--- config.mk ---
export PLATFORM = sky130hd
export DESIGN_NAME = wdog_timer
export DESIGN_NICKNAME = d
export VERILOG_FILES = /design/src/rtl/wdog_pkg.sv /design/src/rtl/wdog_regs.sv /design/src/rtl/wdog_tick.sv /design/src/rtl/wdog_counter.sv /design/src/rtl/wdog_pulse.sv /design/src/rtl/wdog_timer.sv
export SDC_FILE = /design/constraint.sdc
export NUM_CORES = 1
export LEC_CHECK = 0
export ABC_AREA = 1
export BUFFER_PORTS_ARGS = -buffer_cell sky130_fd_sc_hd__buf_2
export CORE_ASPECT_RATIO = 0.8
export CORE_MARGIN = 2
export CORE_UTILIZATION = 60
export CTS_BUF_LIST = sky130_fd_sc_hd__clkbuf_8 sky130_fd_sc_hd__clkbuf_16
export CTS_CLUSTER_SIZE = 28
export DETAILED_ROUTE_END_ITERATION = 10
export GPL_ROUTABILITY_DRIVEN = 0
export PLACE_DENSITY = 0.8
export REMOVE_ABC_BUFFERS = 1
export SETUP_SLACK_MARGIN = 0.5
export SYNTH_ARGS = -nofsm -noshare
export SYNTH_HDL_FRONTEND = slang
export SYNTH_HIERARCHICAL = 1
export SYNTH_SLANG_ARGS = --single-unit
--- constraint.sdc ---
create_clock -name clk_i -period 2.8 [get_ports clk_i]
set_input_delay 0.7 -clock clk_i [delete_from_list [all_inputs] [get_ports clk_i]]
set_output_delay 0.7 -clock clk_i [all_outputs]
set_load 0.02 [all_outputs]
--- src/rtl/wdog_pkg.sv ---
package wdog_pkg;
  typedef enum logic [2:0] {
    REG_COUNT   = 3'd0,
    REG_RELOAD  = 3'd1,
    REG_RESTART = 3'd2,
    REG_CTRL    = 3'd3,
    REG_STATUS  = 3'd4,
    REG_CLEAR   = 3'd5,
    REG_PLEN    = 3'd6
  } wd_reg_e;

  typedef struct packed {
    logic clk_ext;
    logic ext_en;
    logic irq_en;
    logic rst_en;
    logic cnt_en;
  } wd_ctrl_t;

  localparam int unsigned NUM_OUT = 3;
  localparam int unsigned IDX_LSB = 2;
  localparam int unsigned IDX_W   = 3;
endpackage

--- src/rtl/wdog_regs.sv ---
module wdog_regs
  import wdog_pkg::*;
#(
  parameter int unsigned CNT_W      = 32,
  parameter int unsigned PLEN_W     = 8,
  parameter int unsigned ADDR_W     = 5,
  parameter logic [CNT_W-1:0] RELOAD_RST = 32'h03EF1480,
  parameter logic [31:0] KEY        = 32'h0000_5AB9
) (
  input  logic              clk_i,
  input  logic              rst_ni,
  input  logic              wr_en_i,
  input  logic [ADDR_W-1:0] addr_i,
  input  logic [31:0]       wdata_i,
  input  logic [CNT_W-1:0]  cnt_i,
  input  logic              expire_i,
  output logic [31:0]       rdata_o,
  output logic [CNT_W-1:0]  reload_o,
  output wd_ctrl_t          ctrl_o,
  output logic [PLEN_W-1:0] plen_o,
  output logic              sts_o,
  output logic              load_o
);
  localparam int unsigned CTRL_W = $bits(wd_ctrl_t);

  wd_reg_e           idx;
  logic              wr_reload, wr_restart, wr_ctrl, wr_clear, wr_plen;
  logic [CNT_W-1:0]  reload_q;
  wd_ctrl_t          ctrl_q;
  logic [PLEN_W-1:0] plen_q;
  logic              sts_q;

  assign idx        = wd_reg_e'(addr_i[IDX_LSB +: IDX_W]);
  assign wr_reload  = wr_en_i && (idx == REG_RELOAD);
  assign wr_restart = wr_en_i && (idx == REG_RESTART);
  assign wr_ctrl    = wr_en_i && (idx == REG_CTRL);
  assign wr_clear   = wr_en_i && (idx == REG_CLEAR);
  assign wr_plen    = wr_en_i && (idx == REG_PLEN);

  // reload on a keyed restart or on a 0->1 edge of the count enable
  assign load_o = (wr_restart && (wdata_i == KEY)) ||
                  (wr_ctrl && wdata_i[0] && !ctrl_q.cnt_en);

  always_ff @(posedge clk_i or negedge rst_ni) begin
    if (!rst_ni) begin
      reload_q <= RELOAD_RST;
      ctrl_q   <= '0;
      plen_q   <= '1;
    end else begin
      if (wr_reload) reload_q <= wdata_i[CNT_W-1:0];
      if (wr_ctrl)   ctrl_q   <= wd_ctrl_t'(wdata_i[CTRL_W-1:0]);
      if (wr_plen)   plen_q   <= wdata_i[PLEN_W-1:0];
    end
  end

  always_ff @(posedge clk_i or negedge rst_ni) begin
    if (!rst_ni)                     sts_q <= 1'b0;
    else if (expire_i)               sts_q <= 1'b1;
    else if (wr_clear && wdata_i[0]) sts_q <= 1'b0;
  end

  always_comb begin
    rdata_o = '0;
    unique case (idx)
      REG_COUNT:  rdata_o[CNT_W-1:0]  = cnt_i;
      REG_RELOAD: rdata_o[CNT_W-1:0]  = reload_q;
      REG_CTRL:   rdata_o[CTRL_W-1:0] = ctrl_q;
      REG_STATUS: rdata_o[0]          = sts_q;
      REG_PLEN:   rdata_o[PLEN_W-1:0] = plen_q;
      default:    rdata_o = '0;
    endcase
  end

  assign reload_o = reload_q;
  assign ctrl_o   = ctrl_q;
  assign plen_o   = plen_q;
  assign sts_o    = sts_q;
endmodule

--- src/rtl/wdog_tick.sv ---
module wdog_tick #(
  parameter int unsigned SYNC_STAGES = 2
) (
  input  logic clk_i,
  input  logic rst_ni,
  input  logic ext_clk_i,
  input  logic sel_ext_i,
  output logic tick_o
);
  logic [SYNC_STAGES-1:0] sync_q;
  logic                   prev_q;

  always_ff @(posedge clk_i or negedge rst_ni) begin
    if (!rst_ni) begin
      sync_q <= '0;
      prev_q <= 1'b0;
    end else begin
      sync_q <= {sync_q[SYNC_STAGES-2:0], ext_clk_i};
      prev_q <= sync_q[SYNC_STAGES-1];
    end
  end

  assign tick_o = sel_ext_i ? (sync_q[SYNC_STAGES-1] && !prev_q) : 1'b1;
endmodule

--- src/rtl/wdog_counter.sv ---
module wdog_counter #(
  parameter int unsigned CNT_W = 32,
  parameter logic [CNT_W-1:0] RST_VAL = '1
) (
  input  logic             clk_i,
  input  logic             rst_ni,
  input  logic             load_i,
  input  logic [CNT_W-1:0] reload_i,
  input  logic             run_i,
  input  logic             tick_i,
  output logic [CNT_W-1:0] cnt_o,
  output logic             expire_o
);
  localparam logic [CNT_W-1:0] ONE = CNT_W'(1);

  logic [CNT_W-1:0] cnt_q;
  logic             step;

  assign step     = run_i && tick_i && (cnt_q != '0);
  assign expire_o = step && !load_i && (cnt_q == ONE);

  always_ff @(posedge clk_i or negedge rst_ni) begin
    if (!rst_ni)     cnt_q <= RST_VAL;
    else if (load_i) cnt_q <= reload_i;
    else if (step)   cnt_q <= cnt_q - ONE;
  end

  assign cnt_o = cnt_q;
endmodule

--- src/rtl/wdog_pulse.sv ---
module wdog_pulse #(
  parameter int unsigned PLEN_W = 8
) (
  input  logic              clk_i,
  input  logic              rst_ni,
  input  logic              trig_i,
  input  logic [PLEN_W-1:0] len_i,
  output logic              pulse_o
);
  logic [PLEN_W-1:0] rem_q;

  always_ff @(posedge clk_i or negedge rst_ni) begin
    if (!rst_ni)            rem_q <= '0;
    else if (trig_i)        rem_q <= len_i;
    else if (rem_q != '0)   rem_q <= rem_q - PLEN_W'(1);
  end

  assign pulse_o = (rem_q != '0);
endmodule

--- src/rtl/wdog_timer.sv ---
module wdog_timer
  import wdog_pkg::*;
#(
  parameter int unsigned CNT_W       = 32,
  parameter int unsigned PLEN_W      = 8,
  parameter int unsigned ADDR_W      = 5,
  parameter int unsigned SYNC_STAGES = 2,
  parameter logic [CNT_W-1:0] RELOAD_RST = 32'h03EF1480,
  parameter logic [31:0] KEY         = 32'h0000_5AB9
) (
  input  logic              clk_i,
  input  logic              rst_ni,
  input  logic              wr_en_i,
  input  logic [ADDR_W-1:0] addr_i,
  input  logic [31:0]       wdata_i,
  output logic [31:0]       rdata_o,
  input  logic              ext_clk_i,
  output logic              rst_req_o,
  output logic              irq_o,
  output logic              ext_sig_o
);
  logic [CNT_W-1:0]   cnt_q;
  logic [CNT_W-1:0]   reload_q;
  logic [PLEN_W-1:0]  plen_q;
  wd_ctrl_t           ctrl_q;
  logic               sts_q;
  logic               load;
  logic               tick;
  logic               expire;
  logic [NUM_OUT-1:0] out_en;
  logic [NUM_OUT-1:0] pulses;

  wdog_regs #(
    .CNT_W(CNT_W), .PLEN_W(PLEN_W), .ADDR_W(ADDR_W),
    .RELOAD_RST(RELOAD_RST), .KEY(KEY)
  ) u_regs (
    .clk_i, .rst_ni, .wr_en_i, .addr_i, .wdata_i,
    .cnt_i(cnt_q), .expire_i(expire), .rdata_o,
    .reload_o(reload_q), .ctrl_o(ctrl_q), .plen_o(plen_q),
    .sts_o(sts_q), .load_o(load)
  );

  wdog_tick #(.SYNC_STAGES(SYNC_STAGES)) u_tick (
    .clk_i, .rst_ni, .ext_clk_i, .sel_ext_i(ctrl_q.clk_ext), .tick_o(tick)
  );

  wdog_counter #(.CNT_W(CNT_W), .RST_VAL(RELOAD_RST)) u_cnt (
    .clk_i, .rst_ni, .load_i(load), .reload_i(reload_q),
    .run_i(ctrl_q.cnt_en), .tick_i(tick), .cnt_o(cnt_q), .expire_o(expire)
  );

  assign out_en = {ctrl_q.ext_en, ctrl_q.irq_en, ctrl_q.rst_en};

  for (genvar g = 0; g < NUM_OUT; g++) begin : g_pulse
    wdog_pulse #(.PLEN_W(PLEN_W)) u_pulse (
      .clk_i, .rst_ni, .trig_i(expire && out_en[g]), .len_i(plen_q),
      .pulse_o(pulses[g])
    );
  end

  assign rst_req_o = pulses[0];
  assign irq_o     = pulses[1];
  assign ext_sig_o = pulses[2];
endmodule

==> impl_metrics.sql, run 1 <==
INSERT INTO impl_metrics (metric_group, metric, value, unit) VALUES
('run_status', 'status', 'complete, no violations', ''),
('sta', 'minimum_clock_period_after_layout', '2.40', 'ns'),
('clock_tree', 'cts_num_sinks', '105', ''),
('sta', 'worst_clock_skew', '0.00805', 'ns'),
('global_routing', 'largest_net_degree_at_the_start_of_global_routing', '53', ''),
('routing', 'drtAntennaViolNets', '0', ''),
('routing', 'drt-vias-per-instance', '5.65', ''),
('sta', 'finalHoldViolations', '0', ''),
('global_routing', 'grt_first_pass_wirelength', '28500', 'um'),
('clock_tree', 'insertion_delay', '0.36', 'ns'),
('floorplanning', 'initial_utilization', '61.8', '%'),
('synthesis', 'instance_count_of_the_mapped_netlist', '963', ''),
('cells_and_area', 'utilization', '73.8', '%'),
('synthesis', 'syn-cell-area', '0.00676', 'sq mm'),
('sta', 'final_max_slew_viol_count', '0', ''),
('setup_path', 'timing.reg2reg.setup_slack', '0.60', 'ns'),
('floorplanning', 'die-height', '98.9', 'um'),
('setup_path', 'worstPathBufferInverterCount', '4', ''),
('sta', 'unrepaired_setup_endpoints_after_global_routing', 'yes', ''),
('synthesis', 'synthDominantAreaCellType', 'sky130_fd_sc_hd__dfrtp_1', ''),
('sta', 'post-route-period-util', '85.8', '%'),
('global_routing', 'overflow', '0', ''),
('synthesis', 'ys.flop_type', 'sky130_fd_sc_hd__dfrtp_1', ''),
('place', 'detailedPlace.worstSlack', '0.0295', 'ns'),
('sta', 'final_setup_violating_endpoints', '0', ''),
('setup_path', 'crit_chain', 'buf_8 -> nor3_4 -> buf_12 -> clkbuf_16 -> a22o_1 -> buf_6', ''),
('floorplanning', 'chipWidth', '123', 'um'),
('setup_path', 'worst_setup_path_start_kind', 'primary input', ''),
('routing', 'detailroute.via_count', '6765', ''),
('setup_path', 'critical-path-max-stage-delay', '0.27', 'ns'),
('clock_tree', 'clock_tree.root_cell', 'sky130_fd_sc_hd__clkbuf_16', ''),
('synthesis', 'number_of_synthesis_warnings', '6', ''),
('power_and_ir_drop', 'power_per_cell_area', '920', 'mW/mm^2'),
('synthesis', 'synth_sequential_area_ratio', '39.5', '%'),
('flow_run', 'max_cap_viol_count', '0', ''),
('setup_path', 'worst-endpoint-required', '2.10', 'ns'),
('setup_path', 'end_kind', 'output pin', ''),
('floorplanning', 'floorplan.die_area', '0.0121', 'sq mm'),
('place', 'port_buffers', '73', ''),
('place', 'place.detailed.instances', '1170', ''),
('synthesis', 'synth-edff-count', '0', ''),
('clock_tree', 'ctsHtreeMaxLevel', '3', ''),
('cells_and_area', 'antenna_cells_inserted', '0', ''),
('floorplanning', 'num_io_pins', '76', ''),
('synthesis', 'postSynthAreaPerCell', '7.02', 'sq um'),
('global_routing', 'initial_antenna_violation_count', '0', ''),
('setup_path', 'r2r.worst_path.cells', '12', ''),
('setup_path', 'worstReg2RegStart', 'u_cnt/cnt_o[11]$_DFFE_PN0P_', ''),
('sta', 'worst_slew_pin_slew', '0.607', 'ns'),
('clock_tree', 'tritoncts_buffer_count', '9', ''),
('floorplanning', 'core-area', '0.0109', 'sq mm'),
('synthesis', 'yosys.area.top_type_share', '27.0', '%'),
('power_and_ir_drop', 'worst_ir_drop_vdd', '0.000453', 'V'),
('routing', 'detail_route.wirelength', '18500', 'um'),
('clock_tree', 'cts_hold_repair.buffers', '0', ''),
('synthesis', 'netlist_top_cells_area', 'sky130_fd_sc_hd__dfrtp_1 (27%), sky130_fd_sc_hd__nand2_1 (19%), sky130_fd_sc_hd__dfstp_2 (12%)', ''),
('synthesis', 'synth-seq-cells', '105', ''),
('cells_and_area', 'area.growth.synth_to_final', '19.3', '%'),
('sta', 'clock.fmax', '0.416', 'GHz'),
('setup_path', 'path_class', 'primary input to output pin', ''),
('setup_path', 'cpMaxStageDelayCell', 'sky130_fd_sc_hd__nor3_4', ''),
('routing', 'detailed_route_iter0_violations', '716', ''),
('sta', 'timing.max_slew.rel_slack', '59.4', '%'),
('setup_path', 'path_delay_family', 'buffers and inverters', ''),
('cells_and_area', 'post_route_cells_drive_above_1_share', '21.5', '%'),
('setup_path', 'crit-reg2reg-capture', 'g_pulse[0].u_pulse/rem_q[1]$_DFFE_PN0P_', ''),
('routing', 'drt-wirelength-per-cell', '15.5', 'um'),
('setup_path', 'cp.arrival', '1.70', 'ns'),
('setup_path', 'worst-path-max-fanout', '8', ''),
('cells_and_area', 'finalNetCount', '1097', ''),
('synthesis', 'synth_async_sr_flop_share', '100', '%');
## where the power goes
part	total (mW)	internal [mW]	switching (mW)
Sequential	2.74	2.10	0.639
Combinational	3.34	1.22	2.11
Clock	1.34	0.732	0.608
Total	7.42	4.06	3.36
## placed cells by master (no fill, tap or decap), drive strengths merged
cell    count
o21ai      80
clkbuf     14
buf       101
o21bai      2
nand3b      1
clkinv      3
ha          8
xor2        3
a22oi       1
xnor2       7
nand3     100
a21oi       6
nor2      121
nand4      18
dfrtp      73
nor3        5
dfstp      32
inv       102
a22o       24
nand2     351
bufinv      1
## through the flow
step	hold WS, ns	cell area [sq um]	power [mW]	TNS (ns)
CTS	0.308	7700	7.20	0
finish	0.299	8060	7.42	0
floorplan	0.331	6570	5.00	-13.67
global route	0.326	8060	7.97	0
detailed placement	0.335	7320	5.83	0
global placement	0.334	7320	5.73	0
## cells by family (layout without fill, tap and decap cells)
logic type                 Yosys count  after routing  share of synthesized area, %
xor gates and xnor gates            10             10                          1.30
AOI/OAI and AO/OA                  113            113                          10.9
DFF                                105            105                          39.5
adders and majority gates            8              8                          1.48
and+or+nand+nor                    596            596                          38.5
buffers and inverters              131            221                          8.37
## cells in the mapped netlist, drive strengths merged, types with 5 or more instances
master	instances
a21oi	6
a22o	24
buf	22
clkbuf	9
dfrtp	73
dfstp	32
ha	8
inv	99
nand2	351
nand3	100
nand4	18
nor2	121
nor3	5
o21ai	80
xnor2	7
## flip-flops by register name, summed over array words and instances, names as in the netlist
| name | flops |
|---|---|
| u_cnt/cnt_o | 32 |
| u_regs/reload_o | 32 |
| g_pulse.u_pulse/rem_q | 24 |
| u_regs/plen_o | 8 |
| u_regs/ctrl_o | 5 |
| u_tick/sync_q | 2 |
| u_regs/sts_o | 1 |
| u_tick/prev_q | 1 |
## worst max-delay path by stage
stage,startpoint,to,slack [ns],cells past startpoint
2_1_floorplan,addr_i[4],u_cnt/cnt_o[8]$_DFFE_PN0P_,-0.60,12
3_3_place_gp,addr_i[4],g_pulse[2].u_pulse/rem_q[5]$_DFFE_PN0P_,0.06,15
3_5_place_dp,addr_i[4],g_pulse[2].u_pulse/rem_q[5]$_DFFE_PN0P_,0.03,15
4_1_cts,addr_i[2],rdata_o[1],0.44,6
5_1_grt,u_cnt/cnt_o[11]$_DFFE_PN0P_,g_pulse[0].u_pulse/rem_q[0]$_DFFE_PN0P_,0.35,12
6_report,addr_i[3],rdata_o[24],0.40,6
## metal layers
metal / global-route usage [%] / wire [um]
met1: 47.4 / 8470
met2: 42.4 / 8010
met3: 4.86 / 1800
met4: 6.72 / 226
met5: 0 / 0
## what timing repair did
action,in CTS,in global routing
cloned,0,5
pin swaps,0,10
setup endpoints to repair,56,87
setup buffers,2,4
gates resized for setup,16,72
hold endpoints to repair,0,0
## final cells by class
type,instances,area [sq um]
clock buffers,10,239
flip-flops and latches,105,2670
inverters,100,385
fillers,872,2870
repair buffers,105,916
well taps,144,180
clock inverters,6,72.6
multi-input cells,727,3600
Note: power is estimated with default switching activity, not from simulation.
==> inputs of run 2 (changes only) <==
--- a/config.mk
+++ b/config.mk
@@ -14,7 +14,7 @@
 export CTS_CLUSTER_SIZE = 28
 export DETAILED_ROUTE_END_ITERATION = 10
 export GPL_ROUTABILITY_DRIVEN = 0
-export PLACE_DENSITY = 0.8
+export PLACE_DENSITY_LB_ADDON = 0.25
 export REMOVE_ABC_BUFFERS = 1
 export SETUP_SLACK_MARGIN = 0.5
 export SYNTH_ARGS = -nofsm -noshare
==> constraint.sdc (replaced) <==
create_clock -name clk_i -period 2.8 [get_ports clk_i]
set_input_delay 0.28 -clock clk_i [delete_from_list [all_inputs] [get_ports clk_i]]
set_output_delay 0.28 -clock clk_i [all_outputs]
set_load 0.02 [all_outputs]
==> run 2 against run 1 <==
The flow now finishes with violations (hold timing). Hold slack got worse by 0.31 ns. First-iteration DRC count is 6.1% lower. Non-clock buffer count down 20. Core utilization down 4.1 points. Largest cell class unchanged. Largest power group unchanged.
==> impl_metrics.sql, run 2 (synthesis gave the netlist of run 1 again) <==
INSERT INTO impl_metrics (metric_group, metric, value, unit) VALUES
('run_status', 'status', 'finished with violations', ''),
('run_status', 'violations_in_the_final_reports', 'hold timing', ''),
('setup_path', 'timing.reg2reg.setup_slack', '0.62', 'ns'),
('clock_tree', 'tritoncts', 'done', ''),
('cells_and_area', 'post_route_cells_drive_above_1_share', '19.4', '%'),
('sta', 'post-route-period-util', '77.8', '%'),
('setup_path', 'critical-path-max-stage-delay', '0.41', 'ns'),
('routing', 'drtAntennaViolNets', '0', ''),
('place', 'port_buffers', '73', ''),
('floorplanning', 'die-height', '98.9', 'um'),
('sta', 'timing.max_slew.rel_slack', '43.5', '%'),
('cells_and_area', 'mostFrequentLayoutCell', 'sky130_fd_sc_hd__nand2_1', ''),
('clock_tree', 'tritoncts_buffer_count', '9', ''),
('sta', 'hold-worst-slack', '-0.0156', 'ns'),
('place', 'dp.final_hpwl', '12300', 'um'),
('routing', 'detailroute.via_count', '6520', ''),
('clock_tree', 'cts_hold_repair.buffers', '0', ''),
('routing', 'drt-vias-per-instance', '5.54', ''),
('clock_tree', 'ctsLongestPathBuffers', '2', ''),
('setup_path', 'timing.critical_path.to', 'g_pulse[2].u_pulse/rem_q[6]$_DFFE_PN0P_', ''),
('clock_tree', 'clock_input_transition_at_the_sequential_cells_of_the_worst_setup_and_hold_paths', '0.07', 'ns'),
('routing', 'detailed_route_iter0_violations', '672', ''),
('power_and_ir_drop', 'switchingPower', '3.27', 'mW'),
('sta', 'clock.fmax', '0.459', 'GHz'),
('setup_path', 'path_delay_family', 'simple AND/OR/NAND/NOR gates', ''),
('power_and_ir_drop', 'internal_power', '4.06', 'mW'),
('setup_path', 'crit-reg2reg-capture', 'g_pulse[2].u_pulse/rem_q[6]$_DFFE_PN0P_', ''),
('flow_run', 'max_cap_viol_count', '0', ''),
('setup_path', 'cp.arrival', '2.47', 'ns'),
('sta', 'worst_clock_skew', '0.00945', 'ns'),
('setup_path', 'worst-path-max-fanout', '11', ''),
('power_and_ir_drop', 'cellLeakagePower', '3.88', 'nW'),
('setup_path', 'worstReg2RegStart', 'u_cnt/cnt_o[0]$_DFFE_PN0P_', ''),
('setup_path', 'path_class', 'flip-flop to flip-flop', ''),
('setup_path', 'worstPathBufferInverterCount', '2', ''),
('clock_tree', 'insertion_delay', '0.35', 'ns'),
('cells_and_area', 'area.growth.synth_to_final', '12.6', '%'),
('floorplanning', 'num_io_pins', '76', ''),
('sta', 'finalHoldViolations', '15', ''),
('global_routing', 'initial_antenna_violation_count', '0', ''),
('setup_path', 'end_kind', 'flip-flop', ''),
('floorplanning', 'core-area', '0.0109', 'sq mm'),
('clock_tree', 'cts_num_sinks', '105', ''),
('sta', 'minimum_clock_period_after_layout', '2.18', 'ns'),
('floorplanning', 'chipWidth', '123', 'um'),
('setup_path', 'crit_path_from', 'u_cnt/cnt_o[0]$_DFFE_PN0P_', ''),
('setup_path', 'crit_cells', '12', ''),
('routing', 'drt_drc_violations_left', '0', ''),
('cells_and_area', 'antenna_cells_inserted', '0', ''),
('global_routing', 'global_route.usage.total', '29.7', '%'),
('power_and_ir_drop', 'seq_power_share', '36.9', '%'),
('sta', 'final_setup_violating_endpoints', '0', ''),
('setup_path', 'worst_setup_path_start_kind', 'flip-flop', ''),
('global_routing', 'grt_pass1_vias', '5823', ''),
('routing', 'drt-wirelength-per-cell', '14.6', 'um'),
('floorplanning', 'floorplan.die_area', '0.0121', 'sq mm'),
('cells_and_area', 'layout_common_cells', 'sky130_fd_sc_hd__nand2_1 (335), sky130_fd_sc_hd__nor2_1 (104), sky130_fd_sc_hd__nand3_1 (100)', ''),
('setup_path', 'r2r.worst_path.cells', '12', ''),
('global_routing', 'grt_first_pass_wirelength', '28600', 'um'),
('sta', 'setup_tns', '0', 'ns'),
('routing', 'detail_route.wirelength', '17100', 'um'),
('power_and_ir_drop', 'power.share.switching', '44.6', '%'),
('min_path', 'worstHoldPathType', 'primary input to asynchronous set/reset pin', ''),
('power_and_ir_drop', 'power_per_cell_area', '963', 'mW/mm^2'),
('setup_path', 'cpMaxStageDelayCell', 'sky130_fd_sc_hd__dfrtp_1', ''),
('global_routing', 'overflow', '0', ''),
('floorplanning', 'initial_utilization', '61.8', '%'),
('floorplanning', 'std_cell_rows', '34', ''),
('sta', 'final_max_slew_viol_count', '0', ''),
('global_routing', 'largest_net_degree_at_the_start_of_global_routing', '58', ''),
('sta', 'worst_slew_pin_slew', '0.843', 'ns'),
('setup_path', 'crit_chain', 'inv_1 -> ha_4 -> nand2_4 -> nor2_8 -> nand2_4 -> o21bai_4 -> nor3_4 -> nand2_1 -> inv_4 -> nor2_1 -> nand3_1 -> nand2_1', ''),
('clock_tree', 'clock_tree.root_cell', 'sky130_fd_sc_hd__clkbuf_16', ''),
('clock_tree', 'ctsHtreeMaxLevel', '3', ''),
('setup_path', 'worst-endpoint-required', '3.09', 'ns'),
('sta', 'unrepaired_setup_endpoints_after_global_routing', 'yes', ''),
('routing', 'dr.pass1.iters', '5', ''),
('power_and_ir_drop', 'worst_ir_drop_vdd', '0.000419', 'V'),
('power_and_ir_drop', 'power.share.combinational', '43.8', '%'),
('power_and_ir_drop', 'pwr-share-clk', '19.3', '%'),
('cells_and_area', 'finalNetCount', '1077', '');
[run 2: cell types whose count changed in the layout (fill, tap and decap cells not counted), moves of 2 or more]
cell	before	now
sky130_fd_sc_hd__buf_12	6	1
sky130_fd_sc_hd__buf_2	37	72
sky130_fd_sc_hd__buf_4	39	11
sky130_fd_sc_hd__buf_6	18	1
sky130_fd_sc_hd__clkbuf_16	13	9
sky130_fd_sc_hd__inv_4	1	3
sky130_fd_sc_hd__nor2_1	101	104
sky130_fd_sc_hd__nor2_2	7	5
[run 2: timing repair]
action / CTS / global route
buffers inserted: 0 / 1
pin swaps: 0 / 2
resized for setup: 7 / 11
endpoints found under the setup margin: 31 / 47
[run 2: layer usage]
layer	track usage [%]	wire (um)
met5	0	0
met1	47.8	8240
met3	5.90	1550
met2	41.1	7140
met4	6.45	198
[run 2: area by class of cell]
type | count | area (sq um)
multi-input cells | 727 | 3570
fillers | 963 | 3320
flip-flops and latches | 105 | 2670
repair buffers | 85 | 474
inverters | 100 | 383
clock buffers | 10 | 239
well taps | 144 | 180
clock inverters | 6 | 96.3
[run 2: worst min-delay path by stage]
stage                               start                                       to
5_1_grt                         ext_clk_i               u_tick/sync_q[0]$_DFF_PN0_
3_5_place_dp   u_tick/sync_q[0]$_DFF_PN0_               u_tick/sync_q[1]$_DFF_PN0_
4_1_cts                            rst_ni          u_regs/reload_o[30]$_DFFE_PN0P_
6_report                           rst_ni          u_regs/reload_o[30]$_DFFE_PN0P_
2_1_floorplan                      rst_ni  g_pulse[0].u_pulse/rem_q[0]$_DFFE_PN0P_
3_3_place_gp   u_tick/sync_q[0]$_DFF_PN0_               u_tick/sync_q[1]$_DFF_PN0_
[run 2: through the flow]
step	cells	total power, mW	util, %	setup WS, ns	cell area (sq um)
after global placement	1160	5.71	66.0	0.204	7220
after detailed placement	1160	5.81	66.0	0.156	7220
after global routing	1177	7.94	69.6	0.483	7610
after CTS	1176	7.27	69.3	0.543	7580
after floorplan	932	5.00	-	-0.185	6570
final	1177	7.33	69.6	0.622	7610
[run 2: power groups by stage]
| stage | Sequential (mW) | Clock [mW] | Combinational, mW |
|---|---|---|---|
| 3_5_place_dp | 2.70 | 0 | 3.10 |
| 5_1_grt | 2.78 | 1.51 | 3.65 |
| 3_3_place_gp | 2.69 | 0 | 3.02 |
| 6_report | 2.71 | 1.42 | 3.21 |
| 2_1_floorplan | 2.54 | 0 | 2.46 |
| 4_1_cts | 2.69 | 1.44 | 3.14 |
